File: config.mk
export PLATFORM = sky130hd
export DESIGN_NAME = wh_input_port
export DESIGN_NICKNAME = d
export VERILOG_FILES = /design/src/rtl/wh_port_pkg.sv /design/src/rtl/wh_flit_fifo.sv /design/src/rtl/wh_rx_ctrl.sv /design/src/rtl/wh_tx_ctrl.sv /design/src/rtl/wh_input_port.sv
export SDC_FILE = /design/constraint.sdc
export NUM_CORES = 1
export LEC_CHECK = 0
export ABC_AREA = 1
export BUFFER_PORTS_ARGS = -buffer_cell sky130_fd_sc_hd__clkbuf_2
export CORE_MARGIN = 8
export CORE_UTILIZATION = 35
export DETAILED_ROUTE_END_ITERATION = 8
export PLACE_DENSITY = 0.64
export REMOVE_ABC_BUFFERS = 1
export SLEW_MARGIN = 15
export SYNTH_ARGS = -nofsm -noshare
export SYNTH_HDL_FRONTEND = slang
export SYNTH_HIERARCHICAL = 1
export SYNTH_SLANG_ARGS = --single-unit
File: constraint.sdc
create_clock -name clk_i -period 3.1 [get_ports clk_i]
set_clock_uncertainty 0.1 [all_clocks]
set_input_delay 0.62 -clock clk_i [delete_from_list [all_inputs] [get_ports clk_i]]
set_output_delay 0.62 -clock clk_i [all_outputs]
set_load 0.02 [all_outputs]
File: src/rtl/wh_port_pkg.sv
package wh_port_pkg;
  localparam int unsigned FLIT_DATA_W = 32;

  typedef struct packed {
    logic                   bop;
    logic                   eop;
    logic [FLIT_DATA_W-1:0] data;
  } flit_t;
endpackage

File: src/rtl/wh_flit_fifo.sv
module wh_flit_fifo
  import wh_port_pkg::*;
#(
  parameter int unsigned DEPTH = 4
) (
  input  logic  clk_i,
  input  logic  rst_ni,
  input  logic  push_i,
  input  flit_t wdata_i,
  input  logic  pop_i,
  output flit_t rdata_o,
  output logic  empty_o,
  output logic  full_o
);
  localparam int unsigned AW = (DEPTH > 1) ? $clog2(DEPTH) : 1;
  localparam int unsigned CW = $clog2(DEPTH + 1);
  localparam logic [AW-1:0] LAST = AW'(DEPTH - 1);

  flit_t         mem [DEPTH];
  logic [AW-1:0] wr_ptr, rd_ptr;
  logic [CW-1:0] cnt;

  assign empty_o = (cnt == '0);
  assign full_o  = (cnt == CW'(DEPTH));
  assign rdata_o = mem[rd_ptr];

  always_ff @(posedge clk_i) begin
    if (push_i) mem[wr_ptr] <= wdata_i;
  end

  always_ff @(posedge clk_i or negedge rst_ni) begin
    if (!rst_ni) begin
      wr_ptr <= '0;
      rd_ptr <= '0;
      cnt    <= '0;
    end else begin
      if (push_i) wr_ptr <= (wr_ptr == LAST) ? '0 : wr_ptr + 1'b1;
      if (pop_i)  rd_ptr <= (rd_ptr == LAST) ? '0 : rd_ptr + 1'b1;
      case ({push_i, pop_i})
        2'b10:   cnt <= cnt + 1'b1;
        2'b01:   cnt <= cnt - 1'b1;
        default: cnt <= cnt;
      endcase
    end
  end
endmodule

File: src/rtl/wh_rx_ctrl.sv
module wh_rx_ctrl (
  input  logic clk_i,
  input  logic rst_ni,
  input  logic req_i,
  input  logic bop_i,
  input  logic eop_i,
  input  logic full_i,
  output logic push_o,
  output logic err_o,
  output logic credit_o
);
  logic pkt_open;
  logic framed;

  // flit belongs to a packet: opens one or continues one
  assign framed   = req_i && (bop_i || pkt_open);
  assign push_o   = framed && !full_i;
  assign err_o    = framed && full_i;
  assign credit_o = !full_i;

  always_ff @(posedge clk_i or negedge rst_ni) begin
    if (!rst_ni)     pkt_open <= 1'b0;
    else if (push_o) pkt_open <= !eop_i;
  end
endmodule

File: src/rtl/wh_tx_ctrl.sv
module wh_tx_ctrl (
  input  logic clk_i,
  input  logic rst_ni,
  input  logic empty_i,
  input  logic front_bop_i,
  input  logic front_eop_i,
  input  logic grant_i,
  input  logic dn_credit_i,
  output logic pop_o,
  output logic head_valid_o
);
  logic sending;

  assign head_valid_o = !empty_i && front_bop_i && !sending;
  assign pop_o        = !empty_i && grant_i && dn_credit_i && (sending || front_bop_i);

  always_ff @(posedge clk_i or negedge rst_ni) begin
    if (!rst_ni)    sending <= 1'b0;
    else if (pop_o) sending <= !front_eop_i;
  end
endmodule

File: src/rtl/wh_input_port.sv
module wh_input_port
  import wh_port_pkg::*;
#(
  parameter int unsigned DEPTH = 4
) (
  input  logic                   clk_i,
  input  logic                   rst_ni,
  input  logic [FLIT_DATA_W-1:0] up_data_i,
  input  logic                   up_bop_i,
  input  logic                   up_eop_i,
  input  logic                   up_req_i,
  output logic                   up_credit_o,
  output logic                   ovf_err_o,
  input  logic                   dn_credit_i,
  input  logic                   grant_i,
  output logic [FLIT_DATA_W-1:0] dn_data_o,
  output logic                   dn_bop_o,
  output logic                   dn_eop_o,
  output logic                   dn_req_o,
  output logic                   head_valid_o,
  output logic [FLIT_DATA_W-1:0] head_data_o
);
  flit_t wflit, front;
  logic  push, pop, empty, full;

  assign wflit = '{bop: up_bop_i, eop: up_eop_i, data: up_data_i};

  wh_rx_ctrl u_rx (
    .clk_i   (clk_i),
    .rst_ni  (rst_ni),
    .req_i   (up_req_i),
    .bop_i   (up_bop_i),
    .eop_i   (up_eop_i),
    .full_i  (full),
    .push_o  (push),
    .err_o   (ovf_err_o),
    .credit_o(up_credit_o)
  );

  wh_flit_fifo #(.DEPTH(DEPTH)) u_fifo (
    .clk_i  (clk_i),
    .rst_ni (rst_ni),
    .push_i (push),
    .wdata_i(wflit),
    .pop_i  (pop),
    .rdata_o(front),
    .empty_o(empty),
    .full_o (full)
  );

  wh_tx_ctrl u_tx (
    .clk_i       (clk_i),
    .rst_ni      (rst_ni),
    .empty_i     (empty),
    .front_bop_i (front.bop),
    .front_eop_i (front.eop),
    .grant_i     (grant_i),
    .dn_credit_i (dn_credit_i),
    .pop_o       (pop),
    .head_valid_o(head_valid_o)
  );

  assign dn_req_o    = pop;
  assign dn_data_o   = front.data;
  assign dn_bop_o    = front.bop;
  assign dn_eop_o    = front.eop;
  assign head_data_o = front.data;
endmodule

Word level (Yosys, flattened, before mapping)
Memories as Yosys holds them, arrays and structs flattened.
Index checks and enable logic that the tools add are counted.
{"block": "classes", "addsub": 4, "mux": 5, "eq_ne": 5, "n_reduce_logical": 17}
{"operator": "logical AND 1 bit", "count": 8}
{"operator": "== test 2 bit, second input constant", "count": 3}
{"operator": "one-hot mux 3 bit (2 select lines)", "count": 1}
{"operator": "zero test 1 bit", "count": 5}
{"operator": "adder 2 x 1 -> 2 bit, second input constant", "count": 2}
{"operator": "two-way mux 2 bit", "count": 2}
{"operator": "adder 3 x 1 -> 3 bit, second input constant", "count": 1}
{"operator": "== test 3 bit, second input constant", "count": 1}
{"operator": "zero test 3 bit", "count": 1}
{"operator": "subtractor 3 x 1 -> 3 bit, second input constant", "count": 1}
{"operator": "== test 2 x 1 -> 1 bit, second input constant", "count": 1}
{"operator": "logical OR 1 bit", "count": 2}
{"operator": "two-way mux 1 bit", "count": 2}
{"operator": "nonzero test 2 bit", "count": 1}
{"block": "totals", "regBits": 9, "n_memories": 1, "in_bits": 39, "output_inout_bits": 70, "word_cells": 37, "ramBits": 136}
{"name": "u_fifo.mem", "depth": 4, "word_bits": 34, "read_ports": 1, "rd_clocked_by_memory_dff": 0, "wr": 1, "line": "wh_flit_fifo.sv:19", "source": "flit_t mem [DEPTH];"}

Logic depth before layout (Yosys ltp)
{"block": "depth", "word_depth": 7, "ltp_mapped": 18, "ltp_nobuf": 16}

Cells and area by module
Netlist, hierarchy kept.
{"mod": "wh_flit_fifo", "area_per_inst_um2": 5903.2, "seq_area_each_um2": 4259.1, "instances": 1, "cells_per_inst": 451}
{"mod": "wh_input_port", "area_per_inst_um2": 240.2, "seq_area_each_um2": 0.0, "instances": 1, "cells_per_inst": 32}
{"mod": "wh_tx_ctrl", "area_per_inst_um2": 95.1, "seq_area_each_um2": 25.0, "instances": 1, "cells_per_inst": 16}
{"mod": "wh_rx_ctrl", "area_per_inst_um2": 73.8, "seq_area_each_um2": 25.0, "instances": 1, "cells_per_inst": 13}

Least setup slack after synthesis
Ideal clock, no wire load.
{"block": "synth_path", "path_type": "register to register", "startpoint": "reg u_fifo.rd_ptr[0]", "endpoint": "reg u_fifo.cnt[2]", "period_less_slack_ns": 2.547, "path_buffers": 2, "t_required_ns": 2.883, "arrival_time_ns": 2.330, "path_stages_with_launch": 18, "setup_time_ns": 0.117, "path_slack_ns": 0.553, "cell_sequence": "dfrtp_1 -> inv_2 -> buf_6 -> clkbuf_8 -> nand2_1 -> o211ai_1 -> nand2_1 -> inv_1 -> nand2_2 -> nand3_2 -> inv_1 -> ha_1 -> inv_1 -> fa_1 -> nand2_1 -> nand3_1 -> nand2_1 -> nand2_1"}
{"block": "synth_between", "elab_chain_cells": 5, "elab_cells_between_ends": 7, "cone_classes": "eq/ne (2); mux (1); reduce/logical (3); memory (1)"}
{"item": "from (decl)", "line": "wh_flit_fifo.sv:20", "source": "logic [AW-1:0] wr_ptr, rd_ptr;"}
{"item": "from (signal assigned)", "line": "wh_flit_fifo.sv:38", "source": "if (pop_i) rd_ptr <= (rd_ptr == LAST) ? '0 : rd_ptr + 1'b1;"}
{"item": "memory read (4 x 34 bit) (*)"}
{"item": "named net dn_bop_o", "line": "wh_input_port.sv:17", "source": "output logic dn_bop_o,"}
{"item": "logical OR 1 bit (*)", "line": "wh_tx_ctrl.sv:15", "source": "assign pop_o = !empty_i && grant_i && dn_credit_i && (sending || front_bop_i);"}
{"item": "logical AND 1 bit (*)", "line": "wh_tx_ctrl.sv:15"}
{"item": "named net dn_req_o", "line": "wh_input_port.sv:19", "source": "output logic dn_req_o,"}
{"item": "== test 2 x 1 -> 1 bit / == test 2 bit (equally long branches)", "line": "wh_flit_fifo.sv:39", "source": "case ({push_i, pop_i})"}
{"item": "one-hot mux 3 bit (2 select lines) / nonzero test 2 bit (equally long branches)"}
{"item": "to (signal assigned)", "line": "wh_flit_fifo.sv:40", "source": "2'b10: cnt <= cnt + 1'b1;"}
{"item": "to (signal assigned)", "line": "wh_flit_fifo.sv:41", "source": "2'b01: cnt <= cnt - 1'b1;"}
{"item": "to (signal assigned)", "line": "wh_flit_fifo.sv:42", "source": "default: cnt <= cnt;"}
{"item": "to (decl)", "line": "wh_flit_fifo.sv:21", "source": "logic [CW-1:0] cnt;"}
The timed path passes the listed nets; every way through them passes the cells marked *.
A chain may end at the register's enable or synchronous reset.

Worst setup path after layout
{"block": "layout_path", "startpoint": "reg u_fifo.rd_ptr[0]", "endpoint": "out head_data_o[24]"}
{"block": "layout_between", "elab_chain_cells": 1}
{"item": "memory read (4 x 34 bit)"}
{"item": "to (decl)", "line": "wh_input_port.sv:21", "source": "output logic [FLIT_DATA_W-1:0] head_data_o"}
Every way passes these cells.

==> qor.yml <==
status: "finished clean"
nets: 640
cp.required_ns: 2.38
portBuffers: 108
r2r_start: "u_fifo/rd_ptr[0]$_DFFE_PN0P_"
synthArstFlopShare_pct: 6.21
antenna_cells: 0
overflow: 0
grt_pass1_wl_mm: 19.5
endpoint: "head_data_o[24]"
rows: 49
cp-end-kind: "primary output"
drc: 0
dieArea_sq_mm: 0.0226
drt-initial-drc-count: 271
path_max_fanout: 133
crit_start: "u_fifo/rd_ptr[0]$_DFFE_PN0P_"
vias: 3744
cts_tree: "yes"
top_layer_used: "met5"
r2r_slack_ns: 0.69
setup_ws_ns: 0.421
boundaryPins: 109
dp_slack_ns: 0.566
ir_drop_v: 0.000478
core_sq_mm: 0.0178
cts_resized: 0
fmax_mhz: 373
syn_area_sq_mm: 0.00631
cts_buffer_depth: 2
hold-worst-slack_ns: 0.327
routed_via_density: 4.48
fin_crit_ns: 2.68
cts_htree_levels: 4
ys.flop_type: "edfxtp_1"
yosys.cell_types.count: 21
die_x_um: 150
ys_seq_area_share_pct: 68.3
drv_cap: 0
clk_pin_slew_ns: 0.06
grt_use_total_pct: 11.3
setup_viol: 0
ys_seq_elements: 145
ant_nets: 0
r2r_end: "u_fifo/cnt[2]$_DFFE_PN0P_"
dr_wl_met3_um: 668
dp_hpwl_mm: 8.19
antenna_found_initial: 2
wl_met1_mm: 5.34
slew_headroom_pct: 62.0
synthCells: 512
cts_inserted_buffers: 17
worst_hold_path_type: "in -> reg"
r2r_cells: 15
cp-start-kind: "flip-flop"
wl_met2_mm: 6.21
area_delta_synth_final_pct: 17.3
yosysWarnings: 6
fin_crit_sh_pct: 86.4
cts.sinks: 145
hold_viol_final: 0
tightest_slew_ns: 0.571
arrival_ns: 1.96
wl_per_cell_um: 14.8
power_density_mw_per_mm2: 1060
worstSetupPathType: "reg -> out"
clk_latency_ns: 0.41
drive_gt1_share_pct: 25.7
synth_area_per_cell_sq_um: 12.3
leakage_nw: 3.16
fillers: 1616
start_util_pct: 35.4
globalplace.congestion: 0.732
drt_first_pass_iters: 5
slew_violations: 0
die_height_um: 150
finalPower_mw: 7.84
rsz0062_at_grt: "false"
ctsRootBufferMaster: "clkbuf_16"
first_global_vias: 3789
synth_edf_count: 136
drt_wl_total_mm: 12.4
grt_start_max_net_pins: 134
[flip-flops by register name (all words and copies together), names as in the netlist]
name	flops
u_fifo/cnt	3
u_fifo/mem	136
u_fifo/rd_ptr	2
u_fifo/wr_ptr	2
u_rx/pkt_open	1
u_tx/sending	1
[critical path: stages (launching register included)]
cell and delay, ns:
dfrtp_1 0.42, inv_4 0.10, buf_12 0.36, nand2_1 0.11, o211ai_1 0.11, nand2_1 0.12, clkbuf_2 0.18
[metrics by stage]
stage	utilization [%]	std cells	cell area [sq um]	setup TNS (ns)
after detailed placement	38.0	803	6780	0
after global placement	38.0	803	6780	0
after floorplan	-	457	5840	-0.523
after CTS	41.5	836	7400	0
after global routing	41.5	836	7400	0
final	41.5	836	7400	0
[Yosys cell counts, types with 2 or more instances]
cell | number | area share (%)
nor3_1 | 3 | 0.24
buf_6 | 12 | 2.1
buf_4 | 39 | 4.6
edfxtp_1 | 136 | 65
dfrtp_1 | 9 | 3.6
nand3_1 | 2 | 0.16
inv_2 | 2 | 0.12
o21ai_0 | 6 | 0.48
ha_1 | 6 | 1.2
inv_1 | 92 | 5.5
o211ai_1 | 68 | 8.1
nand2_1 | 121 | 7.2
nor2_1 | 5 | 0.30
nand4_1 | 2 | 0.20
clkbuf_8 | 3 | 0.65
[layout by cell type (no fill, tap or decap), drive strengths merged]
cell         instances
nand4                2
clkinvlp             3
buf                  9
clkbuf             126
nand2              122
bufinv               4
fa                   1
clkinv               7
nor2                 6
dfrtp                9
ha                   6
dlygate4sd3          1
o21ai                6
xnor2                1
inv                 94
o211ai              68
nor3                 3
edfxtp             136
nand3                3
[area by class of cell]
cell class	instances	area, sq um	share of cell area [%]
flip-flops and latches	145	4310	58.2
inverters	94	355	4.80
well taps	229	287	3.87
clock buffers	18	429	5.80
repair buffers	118	656	8.85
multi-input cells	218	1180	15.9
clock inverters	14	190	2.57
[how the worst min path moves through the flow]
stage,endpoint,depth (start not counted),startpoint,slack (ns)
after floorplan,u_fifo/cnt[0]$_DFFE_PN0P_,0,rst_ni,0.22
after global placement,u_fifo/cnt[2]$_DFFE_PN0P_,2,u_fifo/cnt[2]$_DFFE_PN0P_,0.38
after detailed placement,u_rx/pkt_open$_DFFE_PN0P_,1,rst_ni,0.40
after CTS,u_fifo/mem[1][5]$_DFFE_PP_,1,up_data_i[5],0.30
after global routing,u_fifo/mem[2][13]$_DFFE_PP_,1,up_data_i[13],0.31
final,u_fifo/mem[2][29]$_DFFE_PP_,1,up_data_i[29],0.33
[report_power, final]
| part | switching [mW] | leakage [nW] | total (mW) | internal (mW) |
|---|---|---|---|---|
| Sequential | 0.103 | 1.35 | 2.56 | 2.46 |
| Combinational | 2.27 | 1.52 | 3.19 | 0.919 |
| Clock | 0.749 | 0.291 | 2.09 | 1.34 |
[metal layers]
metal	GRT usage, %	vias up
li1	-	1881
met1	12.7	1771
met2	19.5	75
met3	4.12	13
met4	4.05	4
met5	0	-
[kinds of logic (layout without fill, tap and decap cells)]
kind of cell    after synthesis  count (layout)  share of synthesized area (%)
xor+xnor                      1               1                          0.139
flops                       145             145                           68.3
simple gates                136             136                           8.44
buf+inv                     149             244                           13.1
compound gates               74              74                           8.56
fa+ha+maj                     7               7                           1.51
[what timing repair did]
action                    in CTS  in global routing
hold buffers                   1                  0
setup buffers                  0                  0
hold endpoints to repair       9                  0
No activity file was read; power rests on OpenSTA's default activity.
